File: src/rtl/cmpf_pkg.sv
package cmpf_pkg;

    localparam int FIELD_W = 4;

    // One condition field, most significant member first.
    typedef struct packed {
        logic lt;
        logic gt;
        logic eq;
        logic so;
    } cond_field_t;

    function automatic cond_field_t make_field(input logic lt_i, input logic gt_i, input logic so_i);
        cond_field_t f;
        f.lt = lt_i;
        f.gt = gt_i;
        f.eq = ~(lt_i | gt_i);
        f.so = so_i;
        return f;
    endfunction

endpackage

File: src/rtl/cmpf_operand_prep.sv
module cmpf_operand_prep #(
    parameter int DATA_W = 64,
    parameter int WORD_W = 32
) (
    input  logic [DATA_W-1:0] raw_i,
    input  logic              wide_i,
    output logic [DATA_W-1:0] opnd_o
);
    localparam int EXT_W = DATA_W - WORD_W;

    always_comb begin
        if (wide_i) opnd_o = raw_i;
        else        opnd_o = {{EXT_W{raw_i[WORD_W-1]}}, raw_i[WORD_W-1:0]};
    end
endmodule

File: src/rtl/cmpf_signed_cmp.sv
module cmpf_signed_cmp
    import cmpf_pkg::*;
#(
    parameter int DATA_W = 64
) (
    input  logic [DATA_W-1:0] a_i,
    input  logic [DATA_W-1:0] b_i,
    input  logic              so_i,
    output cond_field_t       field_o
);
    logic is_lt;
    logic is_gt;

    always_comb begin
        is_lt   = $signed(a_i) < $signed(b_i);
        is_gt   = $signed(a_i) > $signed(b_i);
        field_o = make_field(is_lt, is_gt, so_i);
    end
endmodule

File: src/rtl/cmpf_cr_merge.sv
module cmpf_cr_merge
    import cmpf_pkg::*;
#(
    parameter int NUM_FIELDS = 8,
    parameter int IDX_W      = $clog2(NUM_FIELDS),
    parameter int CR_W       = FIELD_W * NUM_FIELDS
) (
    input  logic [CR_W-1:0]  cr_i,
    input  logic             rec_we_i,
    input  cond_field_t      rec_field_i,
    input  logic             cmp_we_i,
    input  logic [IDX_W-1:0] cmp_idx_i,
    input  cond_field_t      cmp_field_i,
    output logic [CR_W-1:0]  cr_o
);
    // Field k sits at bits counted from the most significant end.
    for (genvar k = 0; k < NUM_FIELDS; k++) begin : g_field
        localparam int HI = CR_W - 1 - FIELD_W * k;
        logic cmp_hit;
        logic rec_hit;
        assign cmp_hit = cmp_we_i && (cmp_idx_i == IDX_W'(k));
        if (k == 0) begin : g_rec
            assign rec_hit = rec_we_i;
        end else begin : g_norec
            assign rec_hit = 1'b0;
        end
        always_comb begin
            if (cmp_hit)      cr_o[HI -: FIELD_W] = cmp_field_i;
            else if (rec_hit) cr_o[HI -: FIELD_W] = rec_field_i;
            else              cr_o[HI -: FIELD_W] = cr_i[HI -: FIELD_W];
        end
    end
endmodule

File: src/rtl/cmpf_unit.sv
module cmpf_unit
    import cmpf_pkg::*;
#(
    parameter int DATA_W     = 64,
    parameter int WORD_W     = 32,
    parameter int NUM_FIELDS = 8,
    localparam int IDX_W     = $clog2(NUM_FIELDS),
    localparam int CR_W      = FIELD_W * NUM_FIELDS
) (
    input  logic              clk,
    input  logic              rst,
    input  logic              mode64,
    input  logic              so_bit,
    input  logic              rec_valid,
    input  logic [DATA_W-1:0] rec_value,
    input  logic              cmp_valid,
    input  logic              cmp_dword,
    input  logic [IDX_W-1:0]  cmp_slot,
    input  logic [DATA_W-1:0] cmp_a,
    input  logic [DATA_W-1:0] cmp_b,
    output logic [CR_W-1:0]   cr_out
);
    logic [DATA_W-1:0] rec_opnd;
    logic [DATA_W-1:0] a_opnd;
    logic [DATA_W-1:0] b_opnd;
    cond_field_t       rec_field;
    cond_field_t       cmp_field;
    logic [CR_W-1:0]   cr_q;
    logic [CR_W-1:0]   cr_next;

    cmpf_operand_prep #(.DATA_W(DATA_W), .WORD_W(WORD_W)) u_prep_rec (
        .raw_i(rec_value), .wide_i(mode64), .opnd_o(rec_opnd));
    cmpf_operand_prep #(.DATA_W(DATA_W), .WORD_W(WORD_W)) u_prep_a (
        .raw_i(cmp_a), .wide_i(cmp_dword), .opnd_o(a_opnd));
    cmpf_operand_prep #(.DATA_W(DATA_W), .WORD_W(WORD_W)) u_prep_b (
        .raw_i(cmp_b), .wide_i(cmp_dword), .opnd_o(b_opnd));

    cmpf_signed_cmp #(.DATA_W(DATA_W)) u_cmp_rec (
        .a_i(rec_opnd), .b_i('0), .so_i(so_bit), .field_o(rec_field));
    cmpf_signed_cmp #(.DATA_W(DATA_W)) u_cmp_reg (
        .a_i(a_opnd), .b_i(b_opnd), .so_i(so_bit), .field_o(cmp_field));

    cmpf_cr_merge #(.NUM_FIELDS(NUM_FIELDS), .IDX_W(IDX_W), .CR_W(CR_W)) u_merge (
        .cr_i(cr_q),
        .rec_we_i(rec_valid), .rec_field_i(rec_field),
        .cmp_we_i(cmp_valid), .cmp_idx_i(cmp_slot), .cmp_field_i(cmp_field),
        .cr_o(cr_next));

    always_ff @(posedge clk) begin
        if (rst)                          cr_q <= '0;
        else if (rec_valid || cmp_valid)  cr_q <= cr_next;
    end

    assign cr_out = cr_q;
endmodule

File: config.mk
export PLATFORM = sky130hd
export DESIGN_NAME = cmpf_unit
export DESIGN_NICKNAME = d
export VERILOG_FILES = /design/src/rtl/cmpf_pkg.sv /design/src/rtl/cmpf_operand_prep.sv /design/src/rtl/cmpf_signed_cmp.sv /design/src/rtl/cmpf_cr_merge.sv /design/src/rtl/cmpf_unit.sv
export SDC_FILE = /design/constraint.sdc
export NUM_CORES = 1
export LEC_CHECK = 0
export ABC_AREA = 0
export BUFFER_PORTS_ARGS = -buffer_cell sky130_fd_sc_hd__buf_2
export CORE_MARGIN = 1.5
export CORE_UTILIZATION = 44
export CTS_CLUSTER_DIAMETER = 50
export CTS_CLUSTER_SIZE = 20
export DETAILED_ROUTE_END_ITERATION = 16
export PLACE_DENSITY = 0.83
export REMOVE_ABC_BUFFERS = 1
export SYNTH_ARGS = -nofsm -noshare
export SYNTH_HDL_FRONTEND = slang
export SYNTH_SLANG_ARGS = --single-unit
File: constraint.sdc
create_clock -name clk -period 3.89 [get_ports clk]
set_clock_uncertainty 0.1 [all_clocks]
set_input_delay 0.389 -clock clk [delete_from_list [all_inputs] [get_ports clk]]
set_output_delay 0.389 -clock clk [all_outputs]
set_load 0.02 [all_outputs]
==> results of run 1 <==
## worst max-delay path: stages
cell and delay [ns]:
buf_2 0.14, nand2b_1 0.12, buf_4 0.30, nand2_1 0.09, ha_1 0.37, nand4_1 0.14
and4bb_1 0.33, nand2_1 0.10, nor4bb_1 0.34, a32o_1 0.20, or2_1 0.65, o311ai_0 0.26
## stage by stage
step | instances | setup slack (ns)
2_1_floorplan | 476 | -0.238
3_3_place_gp | 820 | 0.315
3_5_place_dp | 820 | 0.183
4_1_cts | 827 | 0.502
5_1_grt | 827 | 0.217
6_report | 827 | 0.478
## placed cells by master, fill, tap and decap left out, types with 2 or more instances in the layout
| cell | n |
|---|---|
| buf_4 | 5 |
| o311ai_1 | 12 |
| inv_1 | 33 |
| a32o_1 | 8 |
| nand3_1 | 11 |
| nor2_1 | 31 |
| nand4_1 | 18 |
| o211ai_1 | 5 |
| o311ai_0 | 3 |
| ha_1 | 64 |
| and4_1 | 3 |
| nand3b_1 | 14 |
| a221oi_1 | 3 |
| nor2b_1 | 12 |
| nor3_1 | 10 |
| nand2_1 | 84 |
| a21o_1 | 5 |
| and4b_1 | 2 |
| dfxtp_1 | 32 |
| a21oi_1 | 55 |
| clkbuf_8 | 5 |
| mux2i_1 | 8 |
| o21ai_0 | 21 |
| buf_2 | 233 |
| a211oi_1 | 3 |
| nand2b_1 | 3 |
| nor4_1 | 18 |
## layout make-up
type	instances	area, sq um	share of cell area
clock buffer	6	72.6	0.0147
clock inverter	1	5.00	0.00101
inverter	33	124	0.0250
multi-input combinational	411	2750	0.556
sequential	32	641	0.129
tap	105	131	0.0265
timing repair buffer	239	1220	0.247
## logic make-up (layout without fill, tap and decap cells)
logic type | count (synthesis) | after routing
adders and majority gates | 64 | 64
buffers and inverters | 64 | 279
AOI/OAI and AO/OA | 123 | 123
and+or+nand+nor | 216 | 216
muxes | 8 | 8
DFF | 32 | 32
## how the worst max path moves through the flow
stage / start / to / cells after the start
5_1_grt: cmp_dword / cr_out[23] / 12
6_report: cmp_dword / cr_out[31] / 12
3_5_place_dp: cmp_dword / cr_out[23] / 12
4_1_cts: cmp_dword / cr_out[23] / 12
2_1_floorplan: cmp_b[31] / cr_out[23] / 11
3_3_place_gp: cmp_dword / cr_out[31] / 12
## layer usage
layer	share of wire	wire length (um)	vias to the layer above
li1	-	-	2287
met1	0.44	5140	2086
met2	0.47	5560	202
met3	0.075	879	22
met4	0.018	215	0
met5	0	0	-
## power breakdown
part           switching (mW)  internal (mW)  total (mW)  leakage [nW]
Combinational           0.246          0.200       0.446          2.38
Clock                   0.118          0.121       0.240        0.0410
Sequential            0.00603          0.339       0.345         0.259
Total                   0.370          0.660        1.03          2.68
==> run metrics, run 1 <==
CTS max path bufs=2; DP Area=approximately 4900 sq um; pin count of the biggest net entering global routing=51; Filler Cell Count=between 700 and 800; Placeable Area=just over 8000 sq um; pins over their slew limit=0; clk_lat worst skew=approximately 0.28 ns; GRT Overall Usage=0.246; RSZ-0062 raised after global routing=no; GR Util met1=0.330; EDFF count, synth=0; Finished Core Util=0.609; Yosys reg bits=32; YS warnings=0; CTS H-tree depth=2; vias post-DR=approximately 4600; RR Startpoint=cr_out[30]; PortBufs=~230; DPL Wire Length=about 9.6 mm; Setup CP Type=primary input to flip-flop; Hold Path Stages=3; WL final=11.8 mm; max cap viols=0; crit path launch type=primary input; Reg-to-Reg End=cr_out[30]; Yosys top cell area share=0.219; area delta synth->final=35.4%; CP endpoint kind=flip-flop; drt first pass iters=5; vias per cell=5.56; Root Driver=clkbuf_8; CP Data Required Time=between 3 and 4 ns; Global Route met2 Usage=0.411; Hold Path Origin=so_bit; vias in the first global route=4041; Tmin final=3.41 ns; P per Cell Area=~210 nW/um^2; register-to-register setup slack=between 2 and 3 ns; Post-Syn Instances=about 510; Horiz. Die Dim=around 94 um; status=finished, final reports clean; Crit Path Max Fanout=32; final setup vio count=0; Final nets=just under 1000; Min Hold Slack=about 0.35 ns; cts hold-fix bufs=0; complex-gate fraction of the synthesized area=0.214; final weighted congestion of routability-driven global placement=0.871; I/O pin cnt=approximately 230; total gr overflow=0; ranking of synthesized cells by area=ha_1 (22%), dfxtp_1 (18%), nand2_1 (8.6%); Seq/Total Area, Yosys=0.175; # diodes=0; Fin. Hold Viols=0; Least-Margin Pin Slew=approximately 0.9 ns; xor and xnor area share after synthesis=0; post-CTS sizing=0; DIE HEIGHT=roughly 94 um; GR peak layer=met2; Max VDD drop=between 0.2 and 0.25 mV; max reg flops=32; Cell variety after synth=45; hold endpoint=cr_out[28]; Initial Util=0.449; top_reg_cell synth=dfxtp_1; clk sink count=32; proportion of synthesized area in mux cells=0.0219; initial antenna violation count=0; slew margin rel.=0.408; top-count cell post-synth=nand2_1; final period utilization=0.877; row count=33; clock-pin transition on the worst setup and hold timing paths=about 0.060 ns; met3 usage=0.0413; post-route cell area=4950 sq um; largest family of logic cells by synthesized area=simple AND/OR/NAND/NOR gates; antenna viol nets, final=0; CTS tree=done; Synth area leader=ha_1; die footprint=~8900 sq um; mean post-synth cell area=7.21 sq um; simple-gate portion of the synthesized area=0.297; Num CTS Buffers=5; worst path arrival time=3.44 ns; setup bufs post-CTS=0; Post-Syn Area=3660 sq um; Tot Pwr=between 1 and 1.5 mW; first-pass GRT wire length=between 15 and 20 mm; most instantiated cells after synthesis=nand2_1 (84), ha_1 (64), a21oi_1 (55); worst r2r path cells=4; DRC viols=0; Setup TNS=0 ns; Routed WL per cell=around 14 um; ratio of cells with drive above 1 in the final layout=0.345; leakage=approximately 2.7 nW; hold crit path type=primary input to flip-flop; fmax=293 MHz; Post-synth ARST share=0; Iter 0 DRT Violations=roughly 200; area share of fa/ha/maj cells after synthesis=0.219
Note: power is estimated with default switching activity, not from simulation.
==> inputs of run 2 (changes only) <==
--- a/config.mk
+++ b/config.mk
@@ -5,14 +5,14 @@
 export SDC_FILE = /design/constraint.sdc
 export NUM_CORES = 1
 export LEC_CHECK = 0
-export ABC_AREA = 0
+export ABC_AREA = 1
 export BUFFER_PORTS_ARGS = -buffer_cell sky130_fd_sc_hd__buf_2
 export CORE_MARGIN = 1.5
-export CORE_UTILIZATION = 44
+export CORE_UTILIZATION = 43
 export CTS_CLUSTER_DIAMETER = 50
 export CTS_CLUSTER_SIZE = 20
 export DETAILED_ROUTE_END_ITERATION = 16
-export PLACE_DENSITY = 0.83
+export PLACE_DENSITY_LB_ADDON = 0.2
 export REMOVE_ABC_BUFFERS = 1
 export SYNTH_ARGS = -nofsm -noshare
 export SYNTH_HDL_FRONTEND = slang
==> run 2 against run 1 <==
Against the previous run: final cell count rose by 7.0%; flip-flop and latch count did not move; worst setup slack improved by 0.60 ns; synthesized cell count rose by 9.7%; sequential share of layout area rose by 0.28 points; combinational power fell by 2%; routed wire length fell by 14%; synthesized area fell by 4.4%; clock-buffer cell count did not move; highest routed layer unchanged.
==> run metrics, run 2 <==
setup bufs post-CTS=0 (unchanged); vias in the first global route=3996 (-1.1%); pins over their slew limit=0 (unchanged); antenna viol nets, final=0 (unchanged); Setup TNS=0 ns (unchanged); Post-Syn Instances=556 (+9.7%); final setup vio count=0 (unchanged); P per Cell Area=216 nW/um^2 (+3.8%); CP endpoint kind=flip-flop; YS warnings=0 (unchanged); initial antenna violation count=0 (unchanged); max reg flops=32 (unchanged); row count=32 (-3.0%); ratio of cells with drive above 1 in the final layout=0.327 (-0.0179); Least-Margin Pin Slew=0.532 ns (-0.356 ns); RR Startpoint=cr_out[29]; die footprint=8680 sq um (-2.1%); CTS tree=done; CP Data Required Time=3.97 ns (+0.06 ns); cts hold-fix bufs=0 (unchanged); Routed WL per cell=11.5 um (-19%); final period utilization=0.722 (-0.155); Tmin final=2.81 ns (-0.604 ns); WL met3=643 um (-27%); Root Driver=clkbuf_8; PortBufs=233 (unchanged); I/O pin cnt=234 (unchanged); register-to-register setup slack=3.10 ns (+0.41 ns); clock-pin transition on the worst setup and hold timing paths=0.06 ns (about the same); Iter 0 DRT Violations=104 (-47%); Cell variety after synth=27 (-40%); Reg area=641 sq um (unchanged); crit path launch type=primary input; dpl cells=877 (+7.0%); Initial Util=0.448 (-0.00171); final weighted congestion of routability-driven global placement=0.824 (-5.4%); CTS H-tree depth=2 (unchanged); first-pass GRT wire length=16.1 mm (-9.6%); total gr overflow=0 (unchanged); most instantiated cells after synthesis=nand2_1 (138), a21oi_1 (79), inv_1 (70); Post-Syn Area=3500 sq um (-4.4%); Fin. Hold Viols=0 (unchanged); hold crit path type=primary input to flip-flop; drt first pass iters=4 (-1); crit path from=cmp_dword; CP most frequent cell=nand2_1; top_reg_cell synth=dfxtp_1; vias per cell=4.88 (-12%); pin count of the biggest net entering global routing=43 (-16%); most frequent cells in the layout=buf_2 (233), nand2_1 (138), a21oi_1 (79); DRC viols=0 (unchanged); EDFF count, synth=0 (unchanged); Post-synth ARST share=0 (unchanged); Crit path depth=13 (+1); post-CTS sizing=0 (unchanged); top-count cell post-synth=nand2_1; crit-path cells=buf_2 > buf_4 > a21oi_1 > ha_1 > nand2_1 > nor3_1 > nand3b_1 > nor3_2 > nand2_1 > nand3_2 > nand2_4 > o21ai_0 > inv_1; Setup crit end=cr_out[11]; wl on met1=4.28 mm (-17%); Final nets=1048 (+6.1%); max cap viols=0 (unchanged); fmax=356 MHz (+22%); Yosys reg bits=32 (unchanged); fin cells=885 (+7.0%); mean post-synth cell area=6.29 sq um (-13%); Crit Path Max Fanout=42 (+31%); clk sink count=32 (unchanged); status=finished, final reports clean; Seq/Total Area, Yosys=0.183 (+0.00803); worst r2r path cells=4 (unchanged); DIE HEIGHT=93.2 um (-1.1%); top cell family by delay on the critical path=simple AND/OR/NAND/NOR gates; Reg-to-Reg End=cr_out[29]; CTS max path bufs=2 (unchanged); leakage=2.89 nW (+7.9%); slew margin rel.=0.645 (+0.237); worst path arrival time=2.89 ns (-0.55 ns); slowest stage delay, CP=0.42 ns (-0.23 ns); area delta synth->final=38.5%; Max VDD drop=0.241 mV (-2.3%); Worst Path Buf+Inv=3 (+1); commonest non-fill, non-tap cell in the layout=buf_2; Setup CP Type=primary input to flip-flop; met2 wire length=5.01 mm (-9.9%); WL final=10.2 mm (-14%); Horiz. Die Dim=93.2 um (-1.1%); Placeable Area=7810 sq um (-4.0%); critical path's slowest cell=buf_4; Yosys top cell area share=0.229 (+0.0100); vias post-DR=4323 (-6.0%); GRT Overall Usage=0.226 (-0.0203); # diodes=0 (unchanged); ranking of synthesized cells by area=ha_1 (23%), dfxtp_1 (18%), nand2_1 (15%); top layer in use=met4; Synth area leader=ha_1; area of the multi-input gates=2530 sq um (-8.2%); DPL Wire Length=8.75 mm (-8.4%); RSZ-0062 raised after global routing=no; clk_lat worst skew=0.29 ns (about the same); Num CTS Buffers=5 (unchanged); Filler Cell Count=741 (+0.27%)
==> run 2: changes by cell type after synthesis, sizes merged, moves of 14 or more <==
cell / change
nand2: +56
o311ai: -15
inv: +38
a21oi: +23
o21ai: +14
nor2: +34
==> run 2: worst min-delay path, cell delays in order <==
cell and delay, ns:
buf_2 0.09, nor3_1 0.04, nor2_1 0.08
==> run 2: per-stage QoR <==
step	instance area, sq um	hold slack (ns)	util	setup WS, ns	power, mW
floorplan	3430	0.358	-	0.659	0.608
global placement	4750	0.354	0.608	0.870	0.778
detailed placement	4750	0.356	0.608	0.759	0.792
CTS	4840	0.258	0.620	1.07	1.06
global route	4840	0.307	0.620	0.743	1.13
finish	4840	0.256	0.620	1.08	1.05
==> run 2: power breakdown <==
group | total (mW) | switching, mW | leakage (nW) | internal (mW)
logic | 0.437 | 0.240 | 2.58 | 0.197
registers | 0.346 | 0.00597 | 0.260 | 0.340
clock network | 0.263 | 0.122 | 0.0510 | 0.141
==> run 2: how the worst min path moves through the flow <==
stage | startpoint | end | slack [ns] | depth (start not counted)
after floorplan | rst | cr_out[29] | 0.36 | 1
after global placement | cr_out[31] | cr_out[31] | 0.35 | 2
after detailed placement | cr_out[31] | cr_out[31] | 0.36 | 2
after CTS | rec_valid | cr_out[28] | 0.26 | 3
after global routing | rec_valid | cr_out[28] | 0.31 | 3
final | rec_valid | cr_out[28] | 0.26 | 3
==> run 2: routing by layer <==
metal,vias up,global-route usage
met5,-,0
met1,1860,0.249
met3,20,0.0268
met4,0,0.0808
li1,2295,-
met2,148,0.437
==> run 2: final cells by class <==
cell class,count,share of cell area
multi-input combinational,436,0.522
timing repair buffer,236,0.245
sequential,32,0.132
inverter,71,0.0550
tap,102,0.0263
clock buffer,6,0.0170
clock inverter,2,0.00207
==> run 2: logic make-up after synthesis <==
group / count (synthesis) / share of synthesized area
DFF: 32 / 0.183
muxes: 1 / 0.00322
buffers and inverters: 88 / 0.0945
adders and majority gates: 64 / 0.229
AOI/OAI and AO/OA: 121 / 0.178
and+or+nand+nor: 250 / 0.312
==> inputs of run 3 (changes only) <==
--- a/config.mk
+++ b/config.mk
@@ -5,10 +5,10 @@
 export SDC_FILE = /design/constraint.sdc
 export NUM_CORES = 1
 export LEC_CHECK = 0
-export ABC_AREA = 1
+export ABC_AREA = 0
 export BUFFER_PORTS_ARGS = -buffer_cell sky130_fd_sc_hd__buf_2
 export CORE_MARGIN = 1.5
-export CORE_UTILIZATION = 43
+export CORE_UTILIZATION = 44
 export CTS_CLUSTER_DIAMETER = 50
 export CTS_CLUSTER_SIZE = 20
 export DETAILED_ROUTE_END_ITERATION = 16
==> constraint.sdc (replaced) <==
create_clock -name clk -period 2.9 [get_ports clk]
set_clock_uncertainty 0.1 [all_clocks]
set_input_delay 0.29 -clock clk [delete_from_list [all_inputs] [get_ports clk]]
set_output_delay 0.29 -clock clk [all_outputs]
set_load 0.02 [all_outputs]
==> run 3 against run 2 <==
Against the previous run: the flow now finishes with violations (negative setup slack); final cell count is 2.6% lower; routed wire length up 20%; flip-flop and latch count unchanged; worst hold slack gained 0.0086 ns; combinational power up 68%; power rose by 51%.
==> run metrics, run 3 (synthesis gave the netlist of run 1 again) <==
leakage=2.97 nW (+2.7%); DIE HEIGHT=94.2 um (+1.1%); most frequent cells in the layout=buf_2 (232), nand2_1 (84), ha_1 (63); Horiz. Die Dim=94.2 um (+1.1%); PortBufs=233 (unchanged); Tmin final=2.96 ns; Root Driver=clkbuf_8; GRT Overall Usage=0.254 (+0.0285); final weighted congestion of routability-driven global placement=0.859 (+4.3%); die footprint=8870 sq um (+2.1%); Routed WL per cell=14.1 um (+23%); final setup vio count=1 (+1); # diodes=0 (unchanged); Min Hold Slack=0.265 ns (+0.00855 ns); commonest non-fill, non-tap cell in the layout=buf_2; final period utilization=1.02; Final nets=1023 (-2.4%); CTS max path bufs=2 (unchanged); dpl cells=847 (-3.4%); fmax=338 MHz; Crit Path Max Fanout=13 (-69%); CP endpoint kind=flip-flop; RSZ-0062 raised after global routing=yes; P per Cell Area=286 nW/um^2 (+32%); clk sink count=32 (unchanged); fin cells=862 (-2.6%); CP Data Required Time=2.98 ns (-0.99 ns); area delta synth->final=50.6%; Initial Util=0.449 (+0.00171); Iter 0 DRT Violations=164 (+58%); Least-Margin Pin Slew=0.525 ns (-0.00688 ns); slew margin rel.=0.650 (+0.00498); DRC viols=0 (unchanged); first-pass GRT wire length=18.4 mm (+14%); vias post-DR=4696 (+8.6%); DPL Wire Length=9.44 mm (+7.9%); I/O pin cnt=234 (unchanged); ratio of cells with drive above 1 in the final layout=0.406 (+0.0786); CTS tree=done; crit path launch type=primary input; failing checks=negative setup slack; WL final=12.2 mm (+20%); drt first pass iters=4 (unchanged); antenna viol nets, final=0 (unchanged); pin count of the biggest net entering global routing=34 (-21%); total gr overflow=0 (unchanged); initial antenna violation count=0 (unchanged); Fin. Hold Viols=0 (unchanged); worst setup margin=-0.0610 ns (-1.14 ns); Hold Path Stages=4 (+1); Max VDD drop=0.250 mV (+3.6%); vias per cell=5.45 (+12%); register-to-register setup slack=1.68 ns (-1.42 ns); hold crit path type=primary input to flip-flop; max cap viols=0 (unchanged); row count=33 (+3.1%); max reg flops=32 (unchanged); worst path arrival time=3.04 ns (+0.15 ns); clock-pin transition on the worst setup and hold timing paths=0.07 ns (about the same); pins over their slew limit=0 (unchanged); worst r2r path cells=4 (unchanged); Setup CP Type=primary input to flip-flop; clk_lat worst skew=0.29 ns (about the same); Placeable Area=8130 sq um (+4.2%); status=complete, but fails checks; vias in the first global route=4118 (+3.1%); Num CTS Buffers=5 (unchanged); CTS H-tree depth=2 (unchanged)
run 3: cell count changes in the layout (fill, tap and decap cells not counted), sizes merged, moves of 8 or more:
cell / delta
nand4: +10
a21oi: -23
buf: +36
nor2: -34
nor2b: +12
nand3b: +13
o311ai: +15
inv: -38
nand2: -56
a32o: +8
o21ai: -14
mux2i: +8
run 3: final timing paths:
path,end,startpoint
max,cr_out[22],cmp_dword
min,cr_out[28],rec_valid
max reg2reg,cr_out[30],cr_out[30]
min reg2reg,cr_out[28],cr_out[28]
run 3: timing repair:
action	CTS	global route
cloned	1	2
endpoints found under the setup margin	23	24
hold buffers	0	0
buffers inserted	0	5
pin swaps	3	9
gates resized for setup	12	24
run 3: report_power, final:
| group | switching (mW) | internal [mW] | total (mW) |
|---|---|---|---|
| sequential | 0.00951 | 0.454 | 0.464 |
| combinational | 0.372 | 0.363 | 0.735 |
| clock | 0.165 | 0.211 | 0.376 |
| total | 0.547 | 1.03 | 1.57 |
run 3: critical path, stage by stage:
cell and delay, ns:
buf_6 0.11, nand2b_4 0.16, buf_12 0.14, nand2_1 0.07, ha_1 0.33, and4_1 0.21, and4bb_2 0.26, o31a_1 0.11
or4_4 0.54, or2_4 0.29, clkbuf_16 0.18, o311ai_1 0.34
run 3: area by class of cell:
| class | count | area (sq um) |
|---|---|---|
| Multi-Input combinational cell | 411 | 2910 |
| Fill cell | 707 | 2630 |
| Sequential cell | 32 | 641 |
| Clock buffer | 7 | 96.3 |
| Inverter | 33 | 124 |
| Tap cell | 105 | 131 |
| Timing Repair Buffer | 274 | 1600 |
run 3: metrics by stage:
stage	setup TNS, ns	power [mW]	area, sq um	utilization	setup slack [ns]
2_1_floorplan	-26.00	0.793	3510	-	-1.13
3_3_place_gp	-6.45	1.09	5110	0.629	-0.318
3_5_place_dp	-8.91	1.11	5110	0.629	-0.497
4_1_cts	0	1.50	5290	0.651	0.00645
5_1_grt	-0.648	1.68	5510	0.677	-0.144
6_report	-0.0610	1.57	5510	0.677	-0.0610
run 3: layer usage:
layer  wire length, um  vias up  track usage
met2              5870      168        0.415
met5                 0        -            0
met4               153        0       0.0684
met3               832       14       0.0227
met1              5330     2150        0.355
li1                  -     2364            -
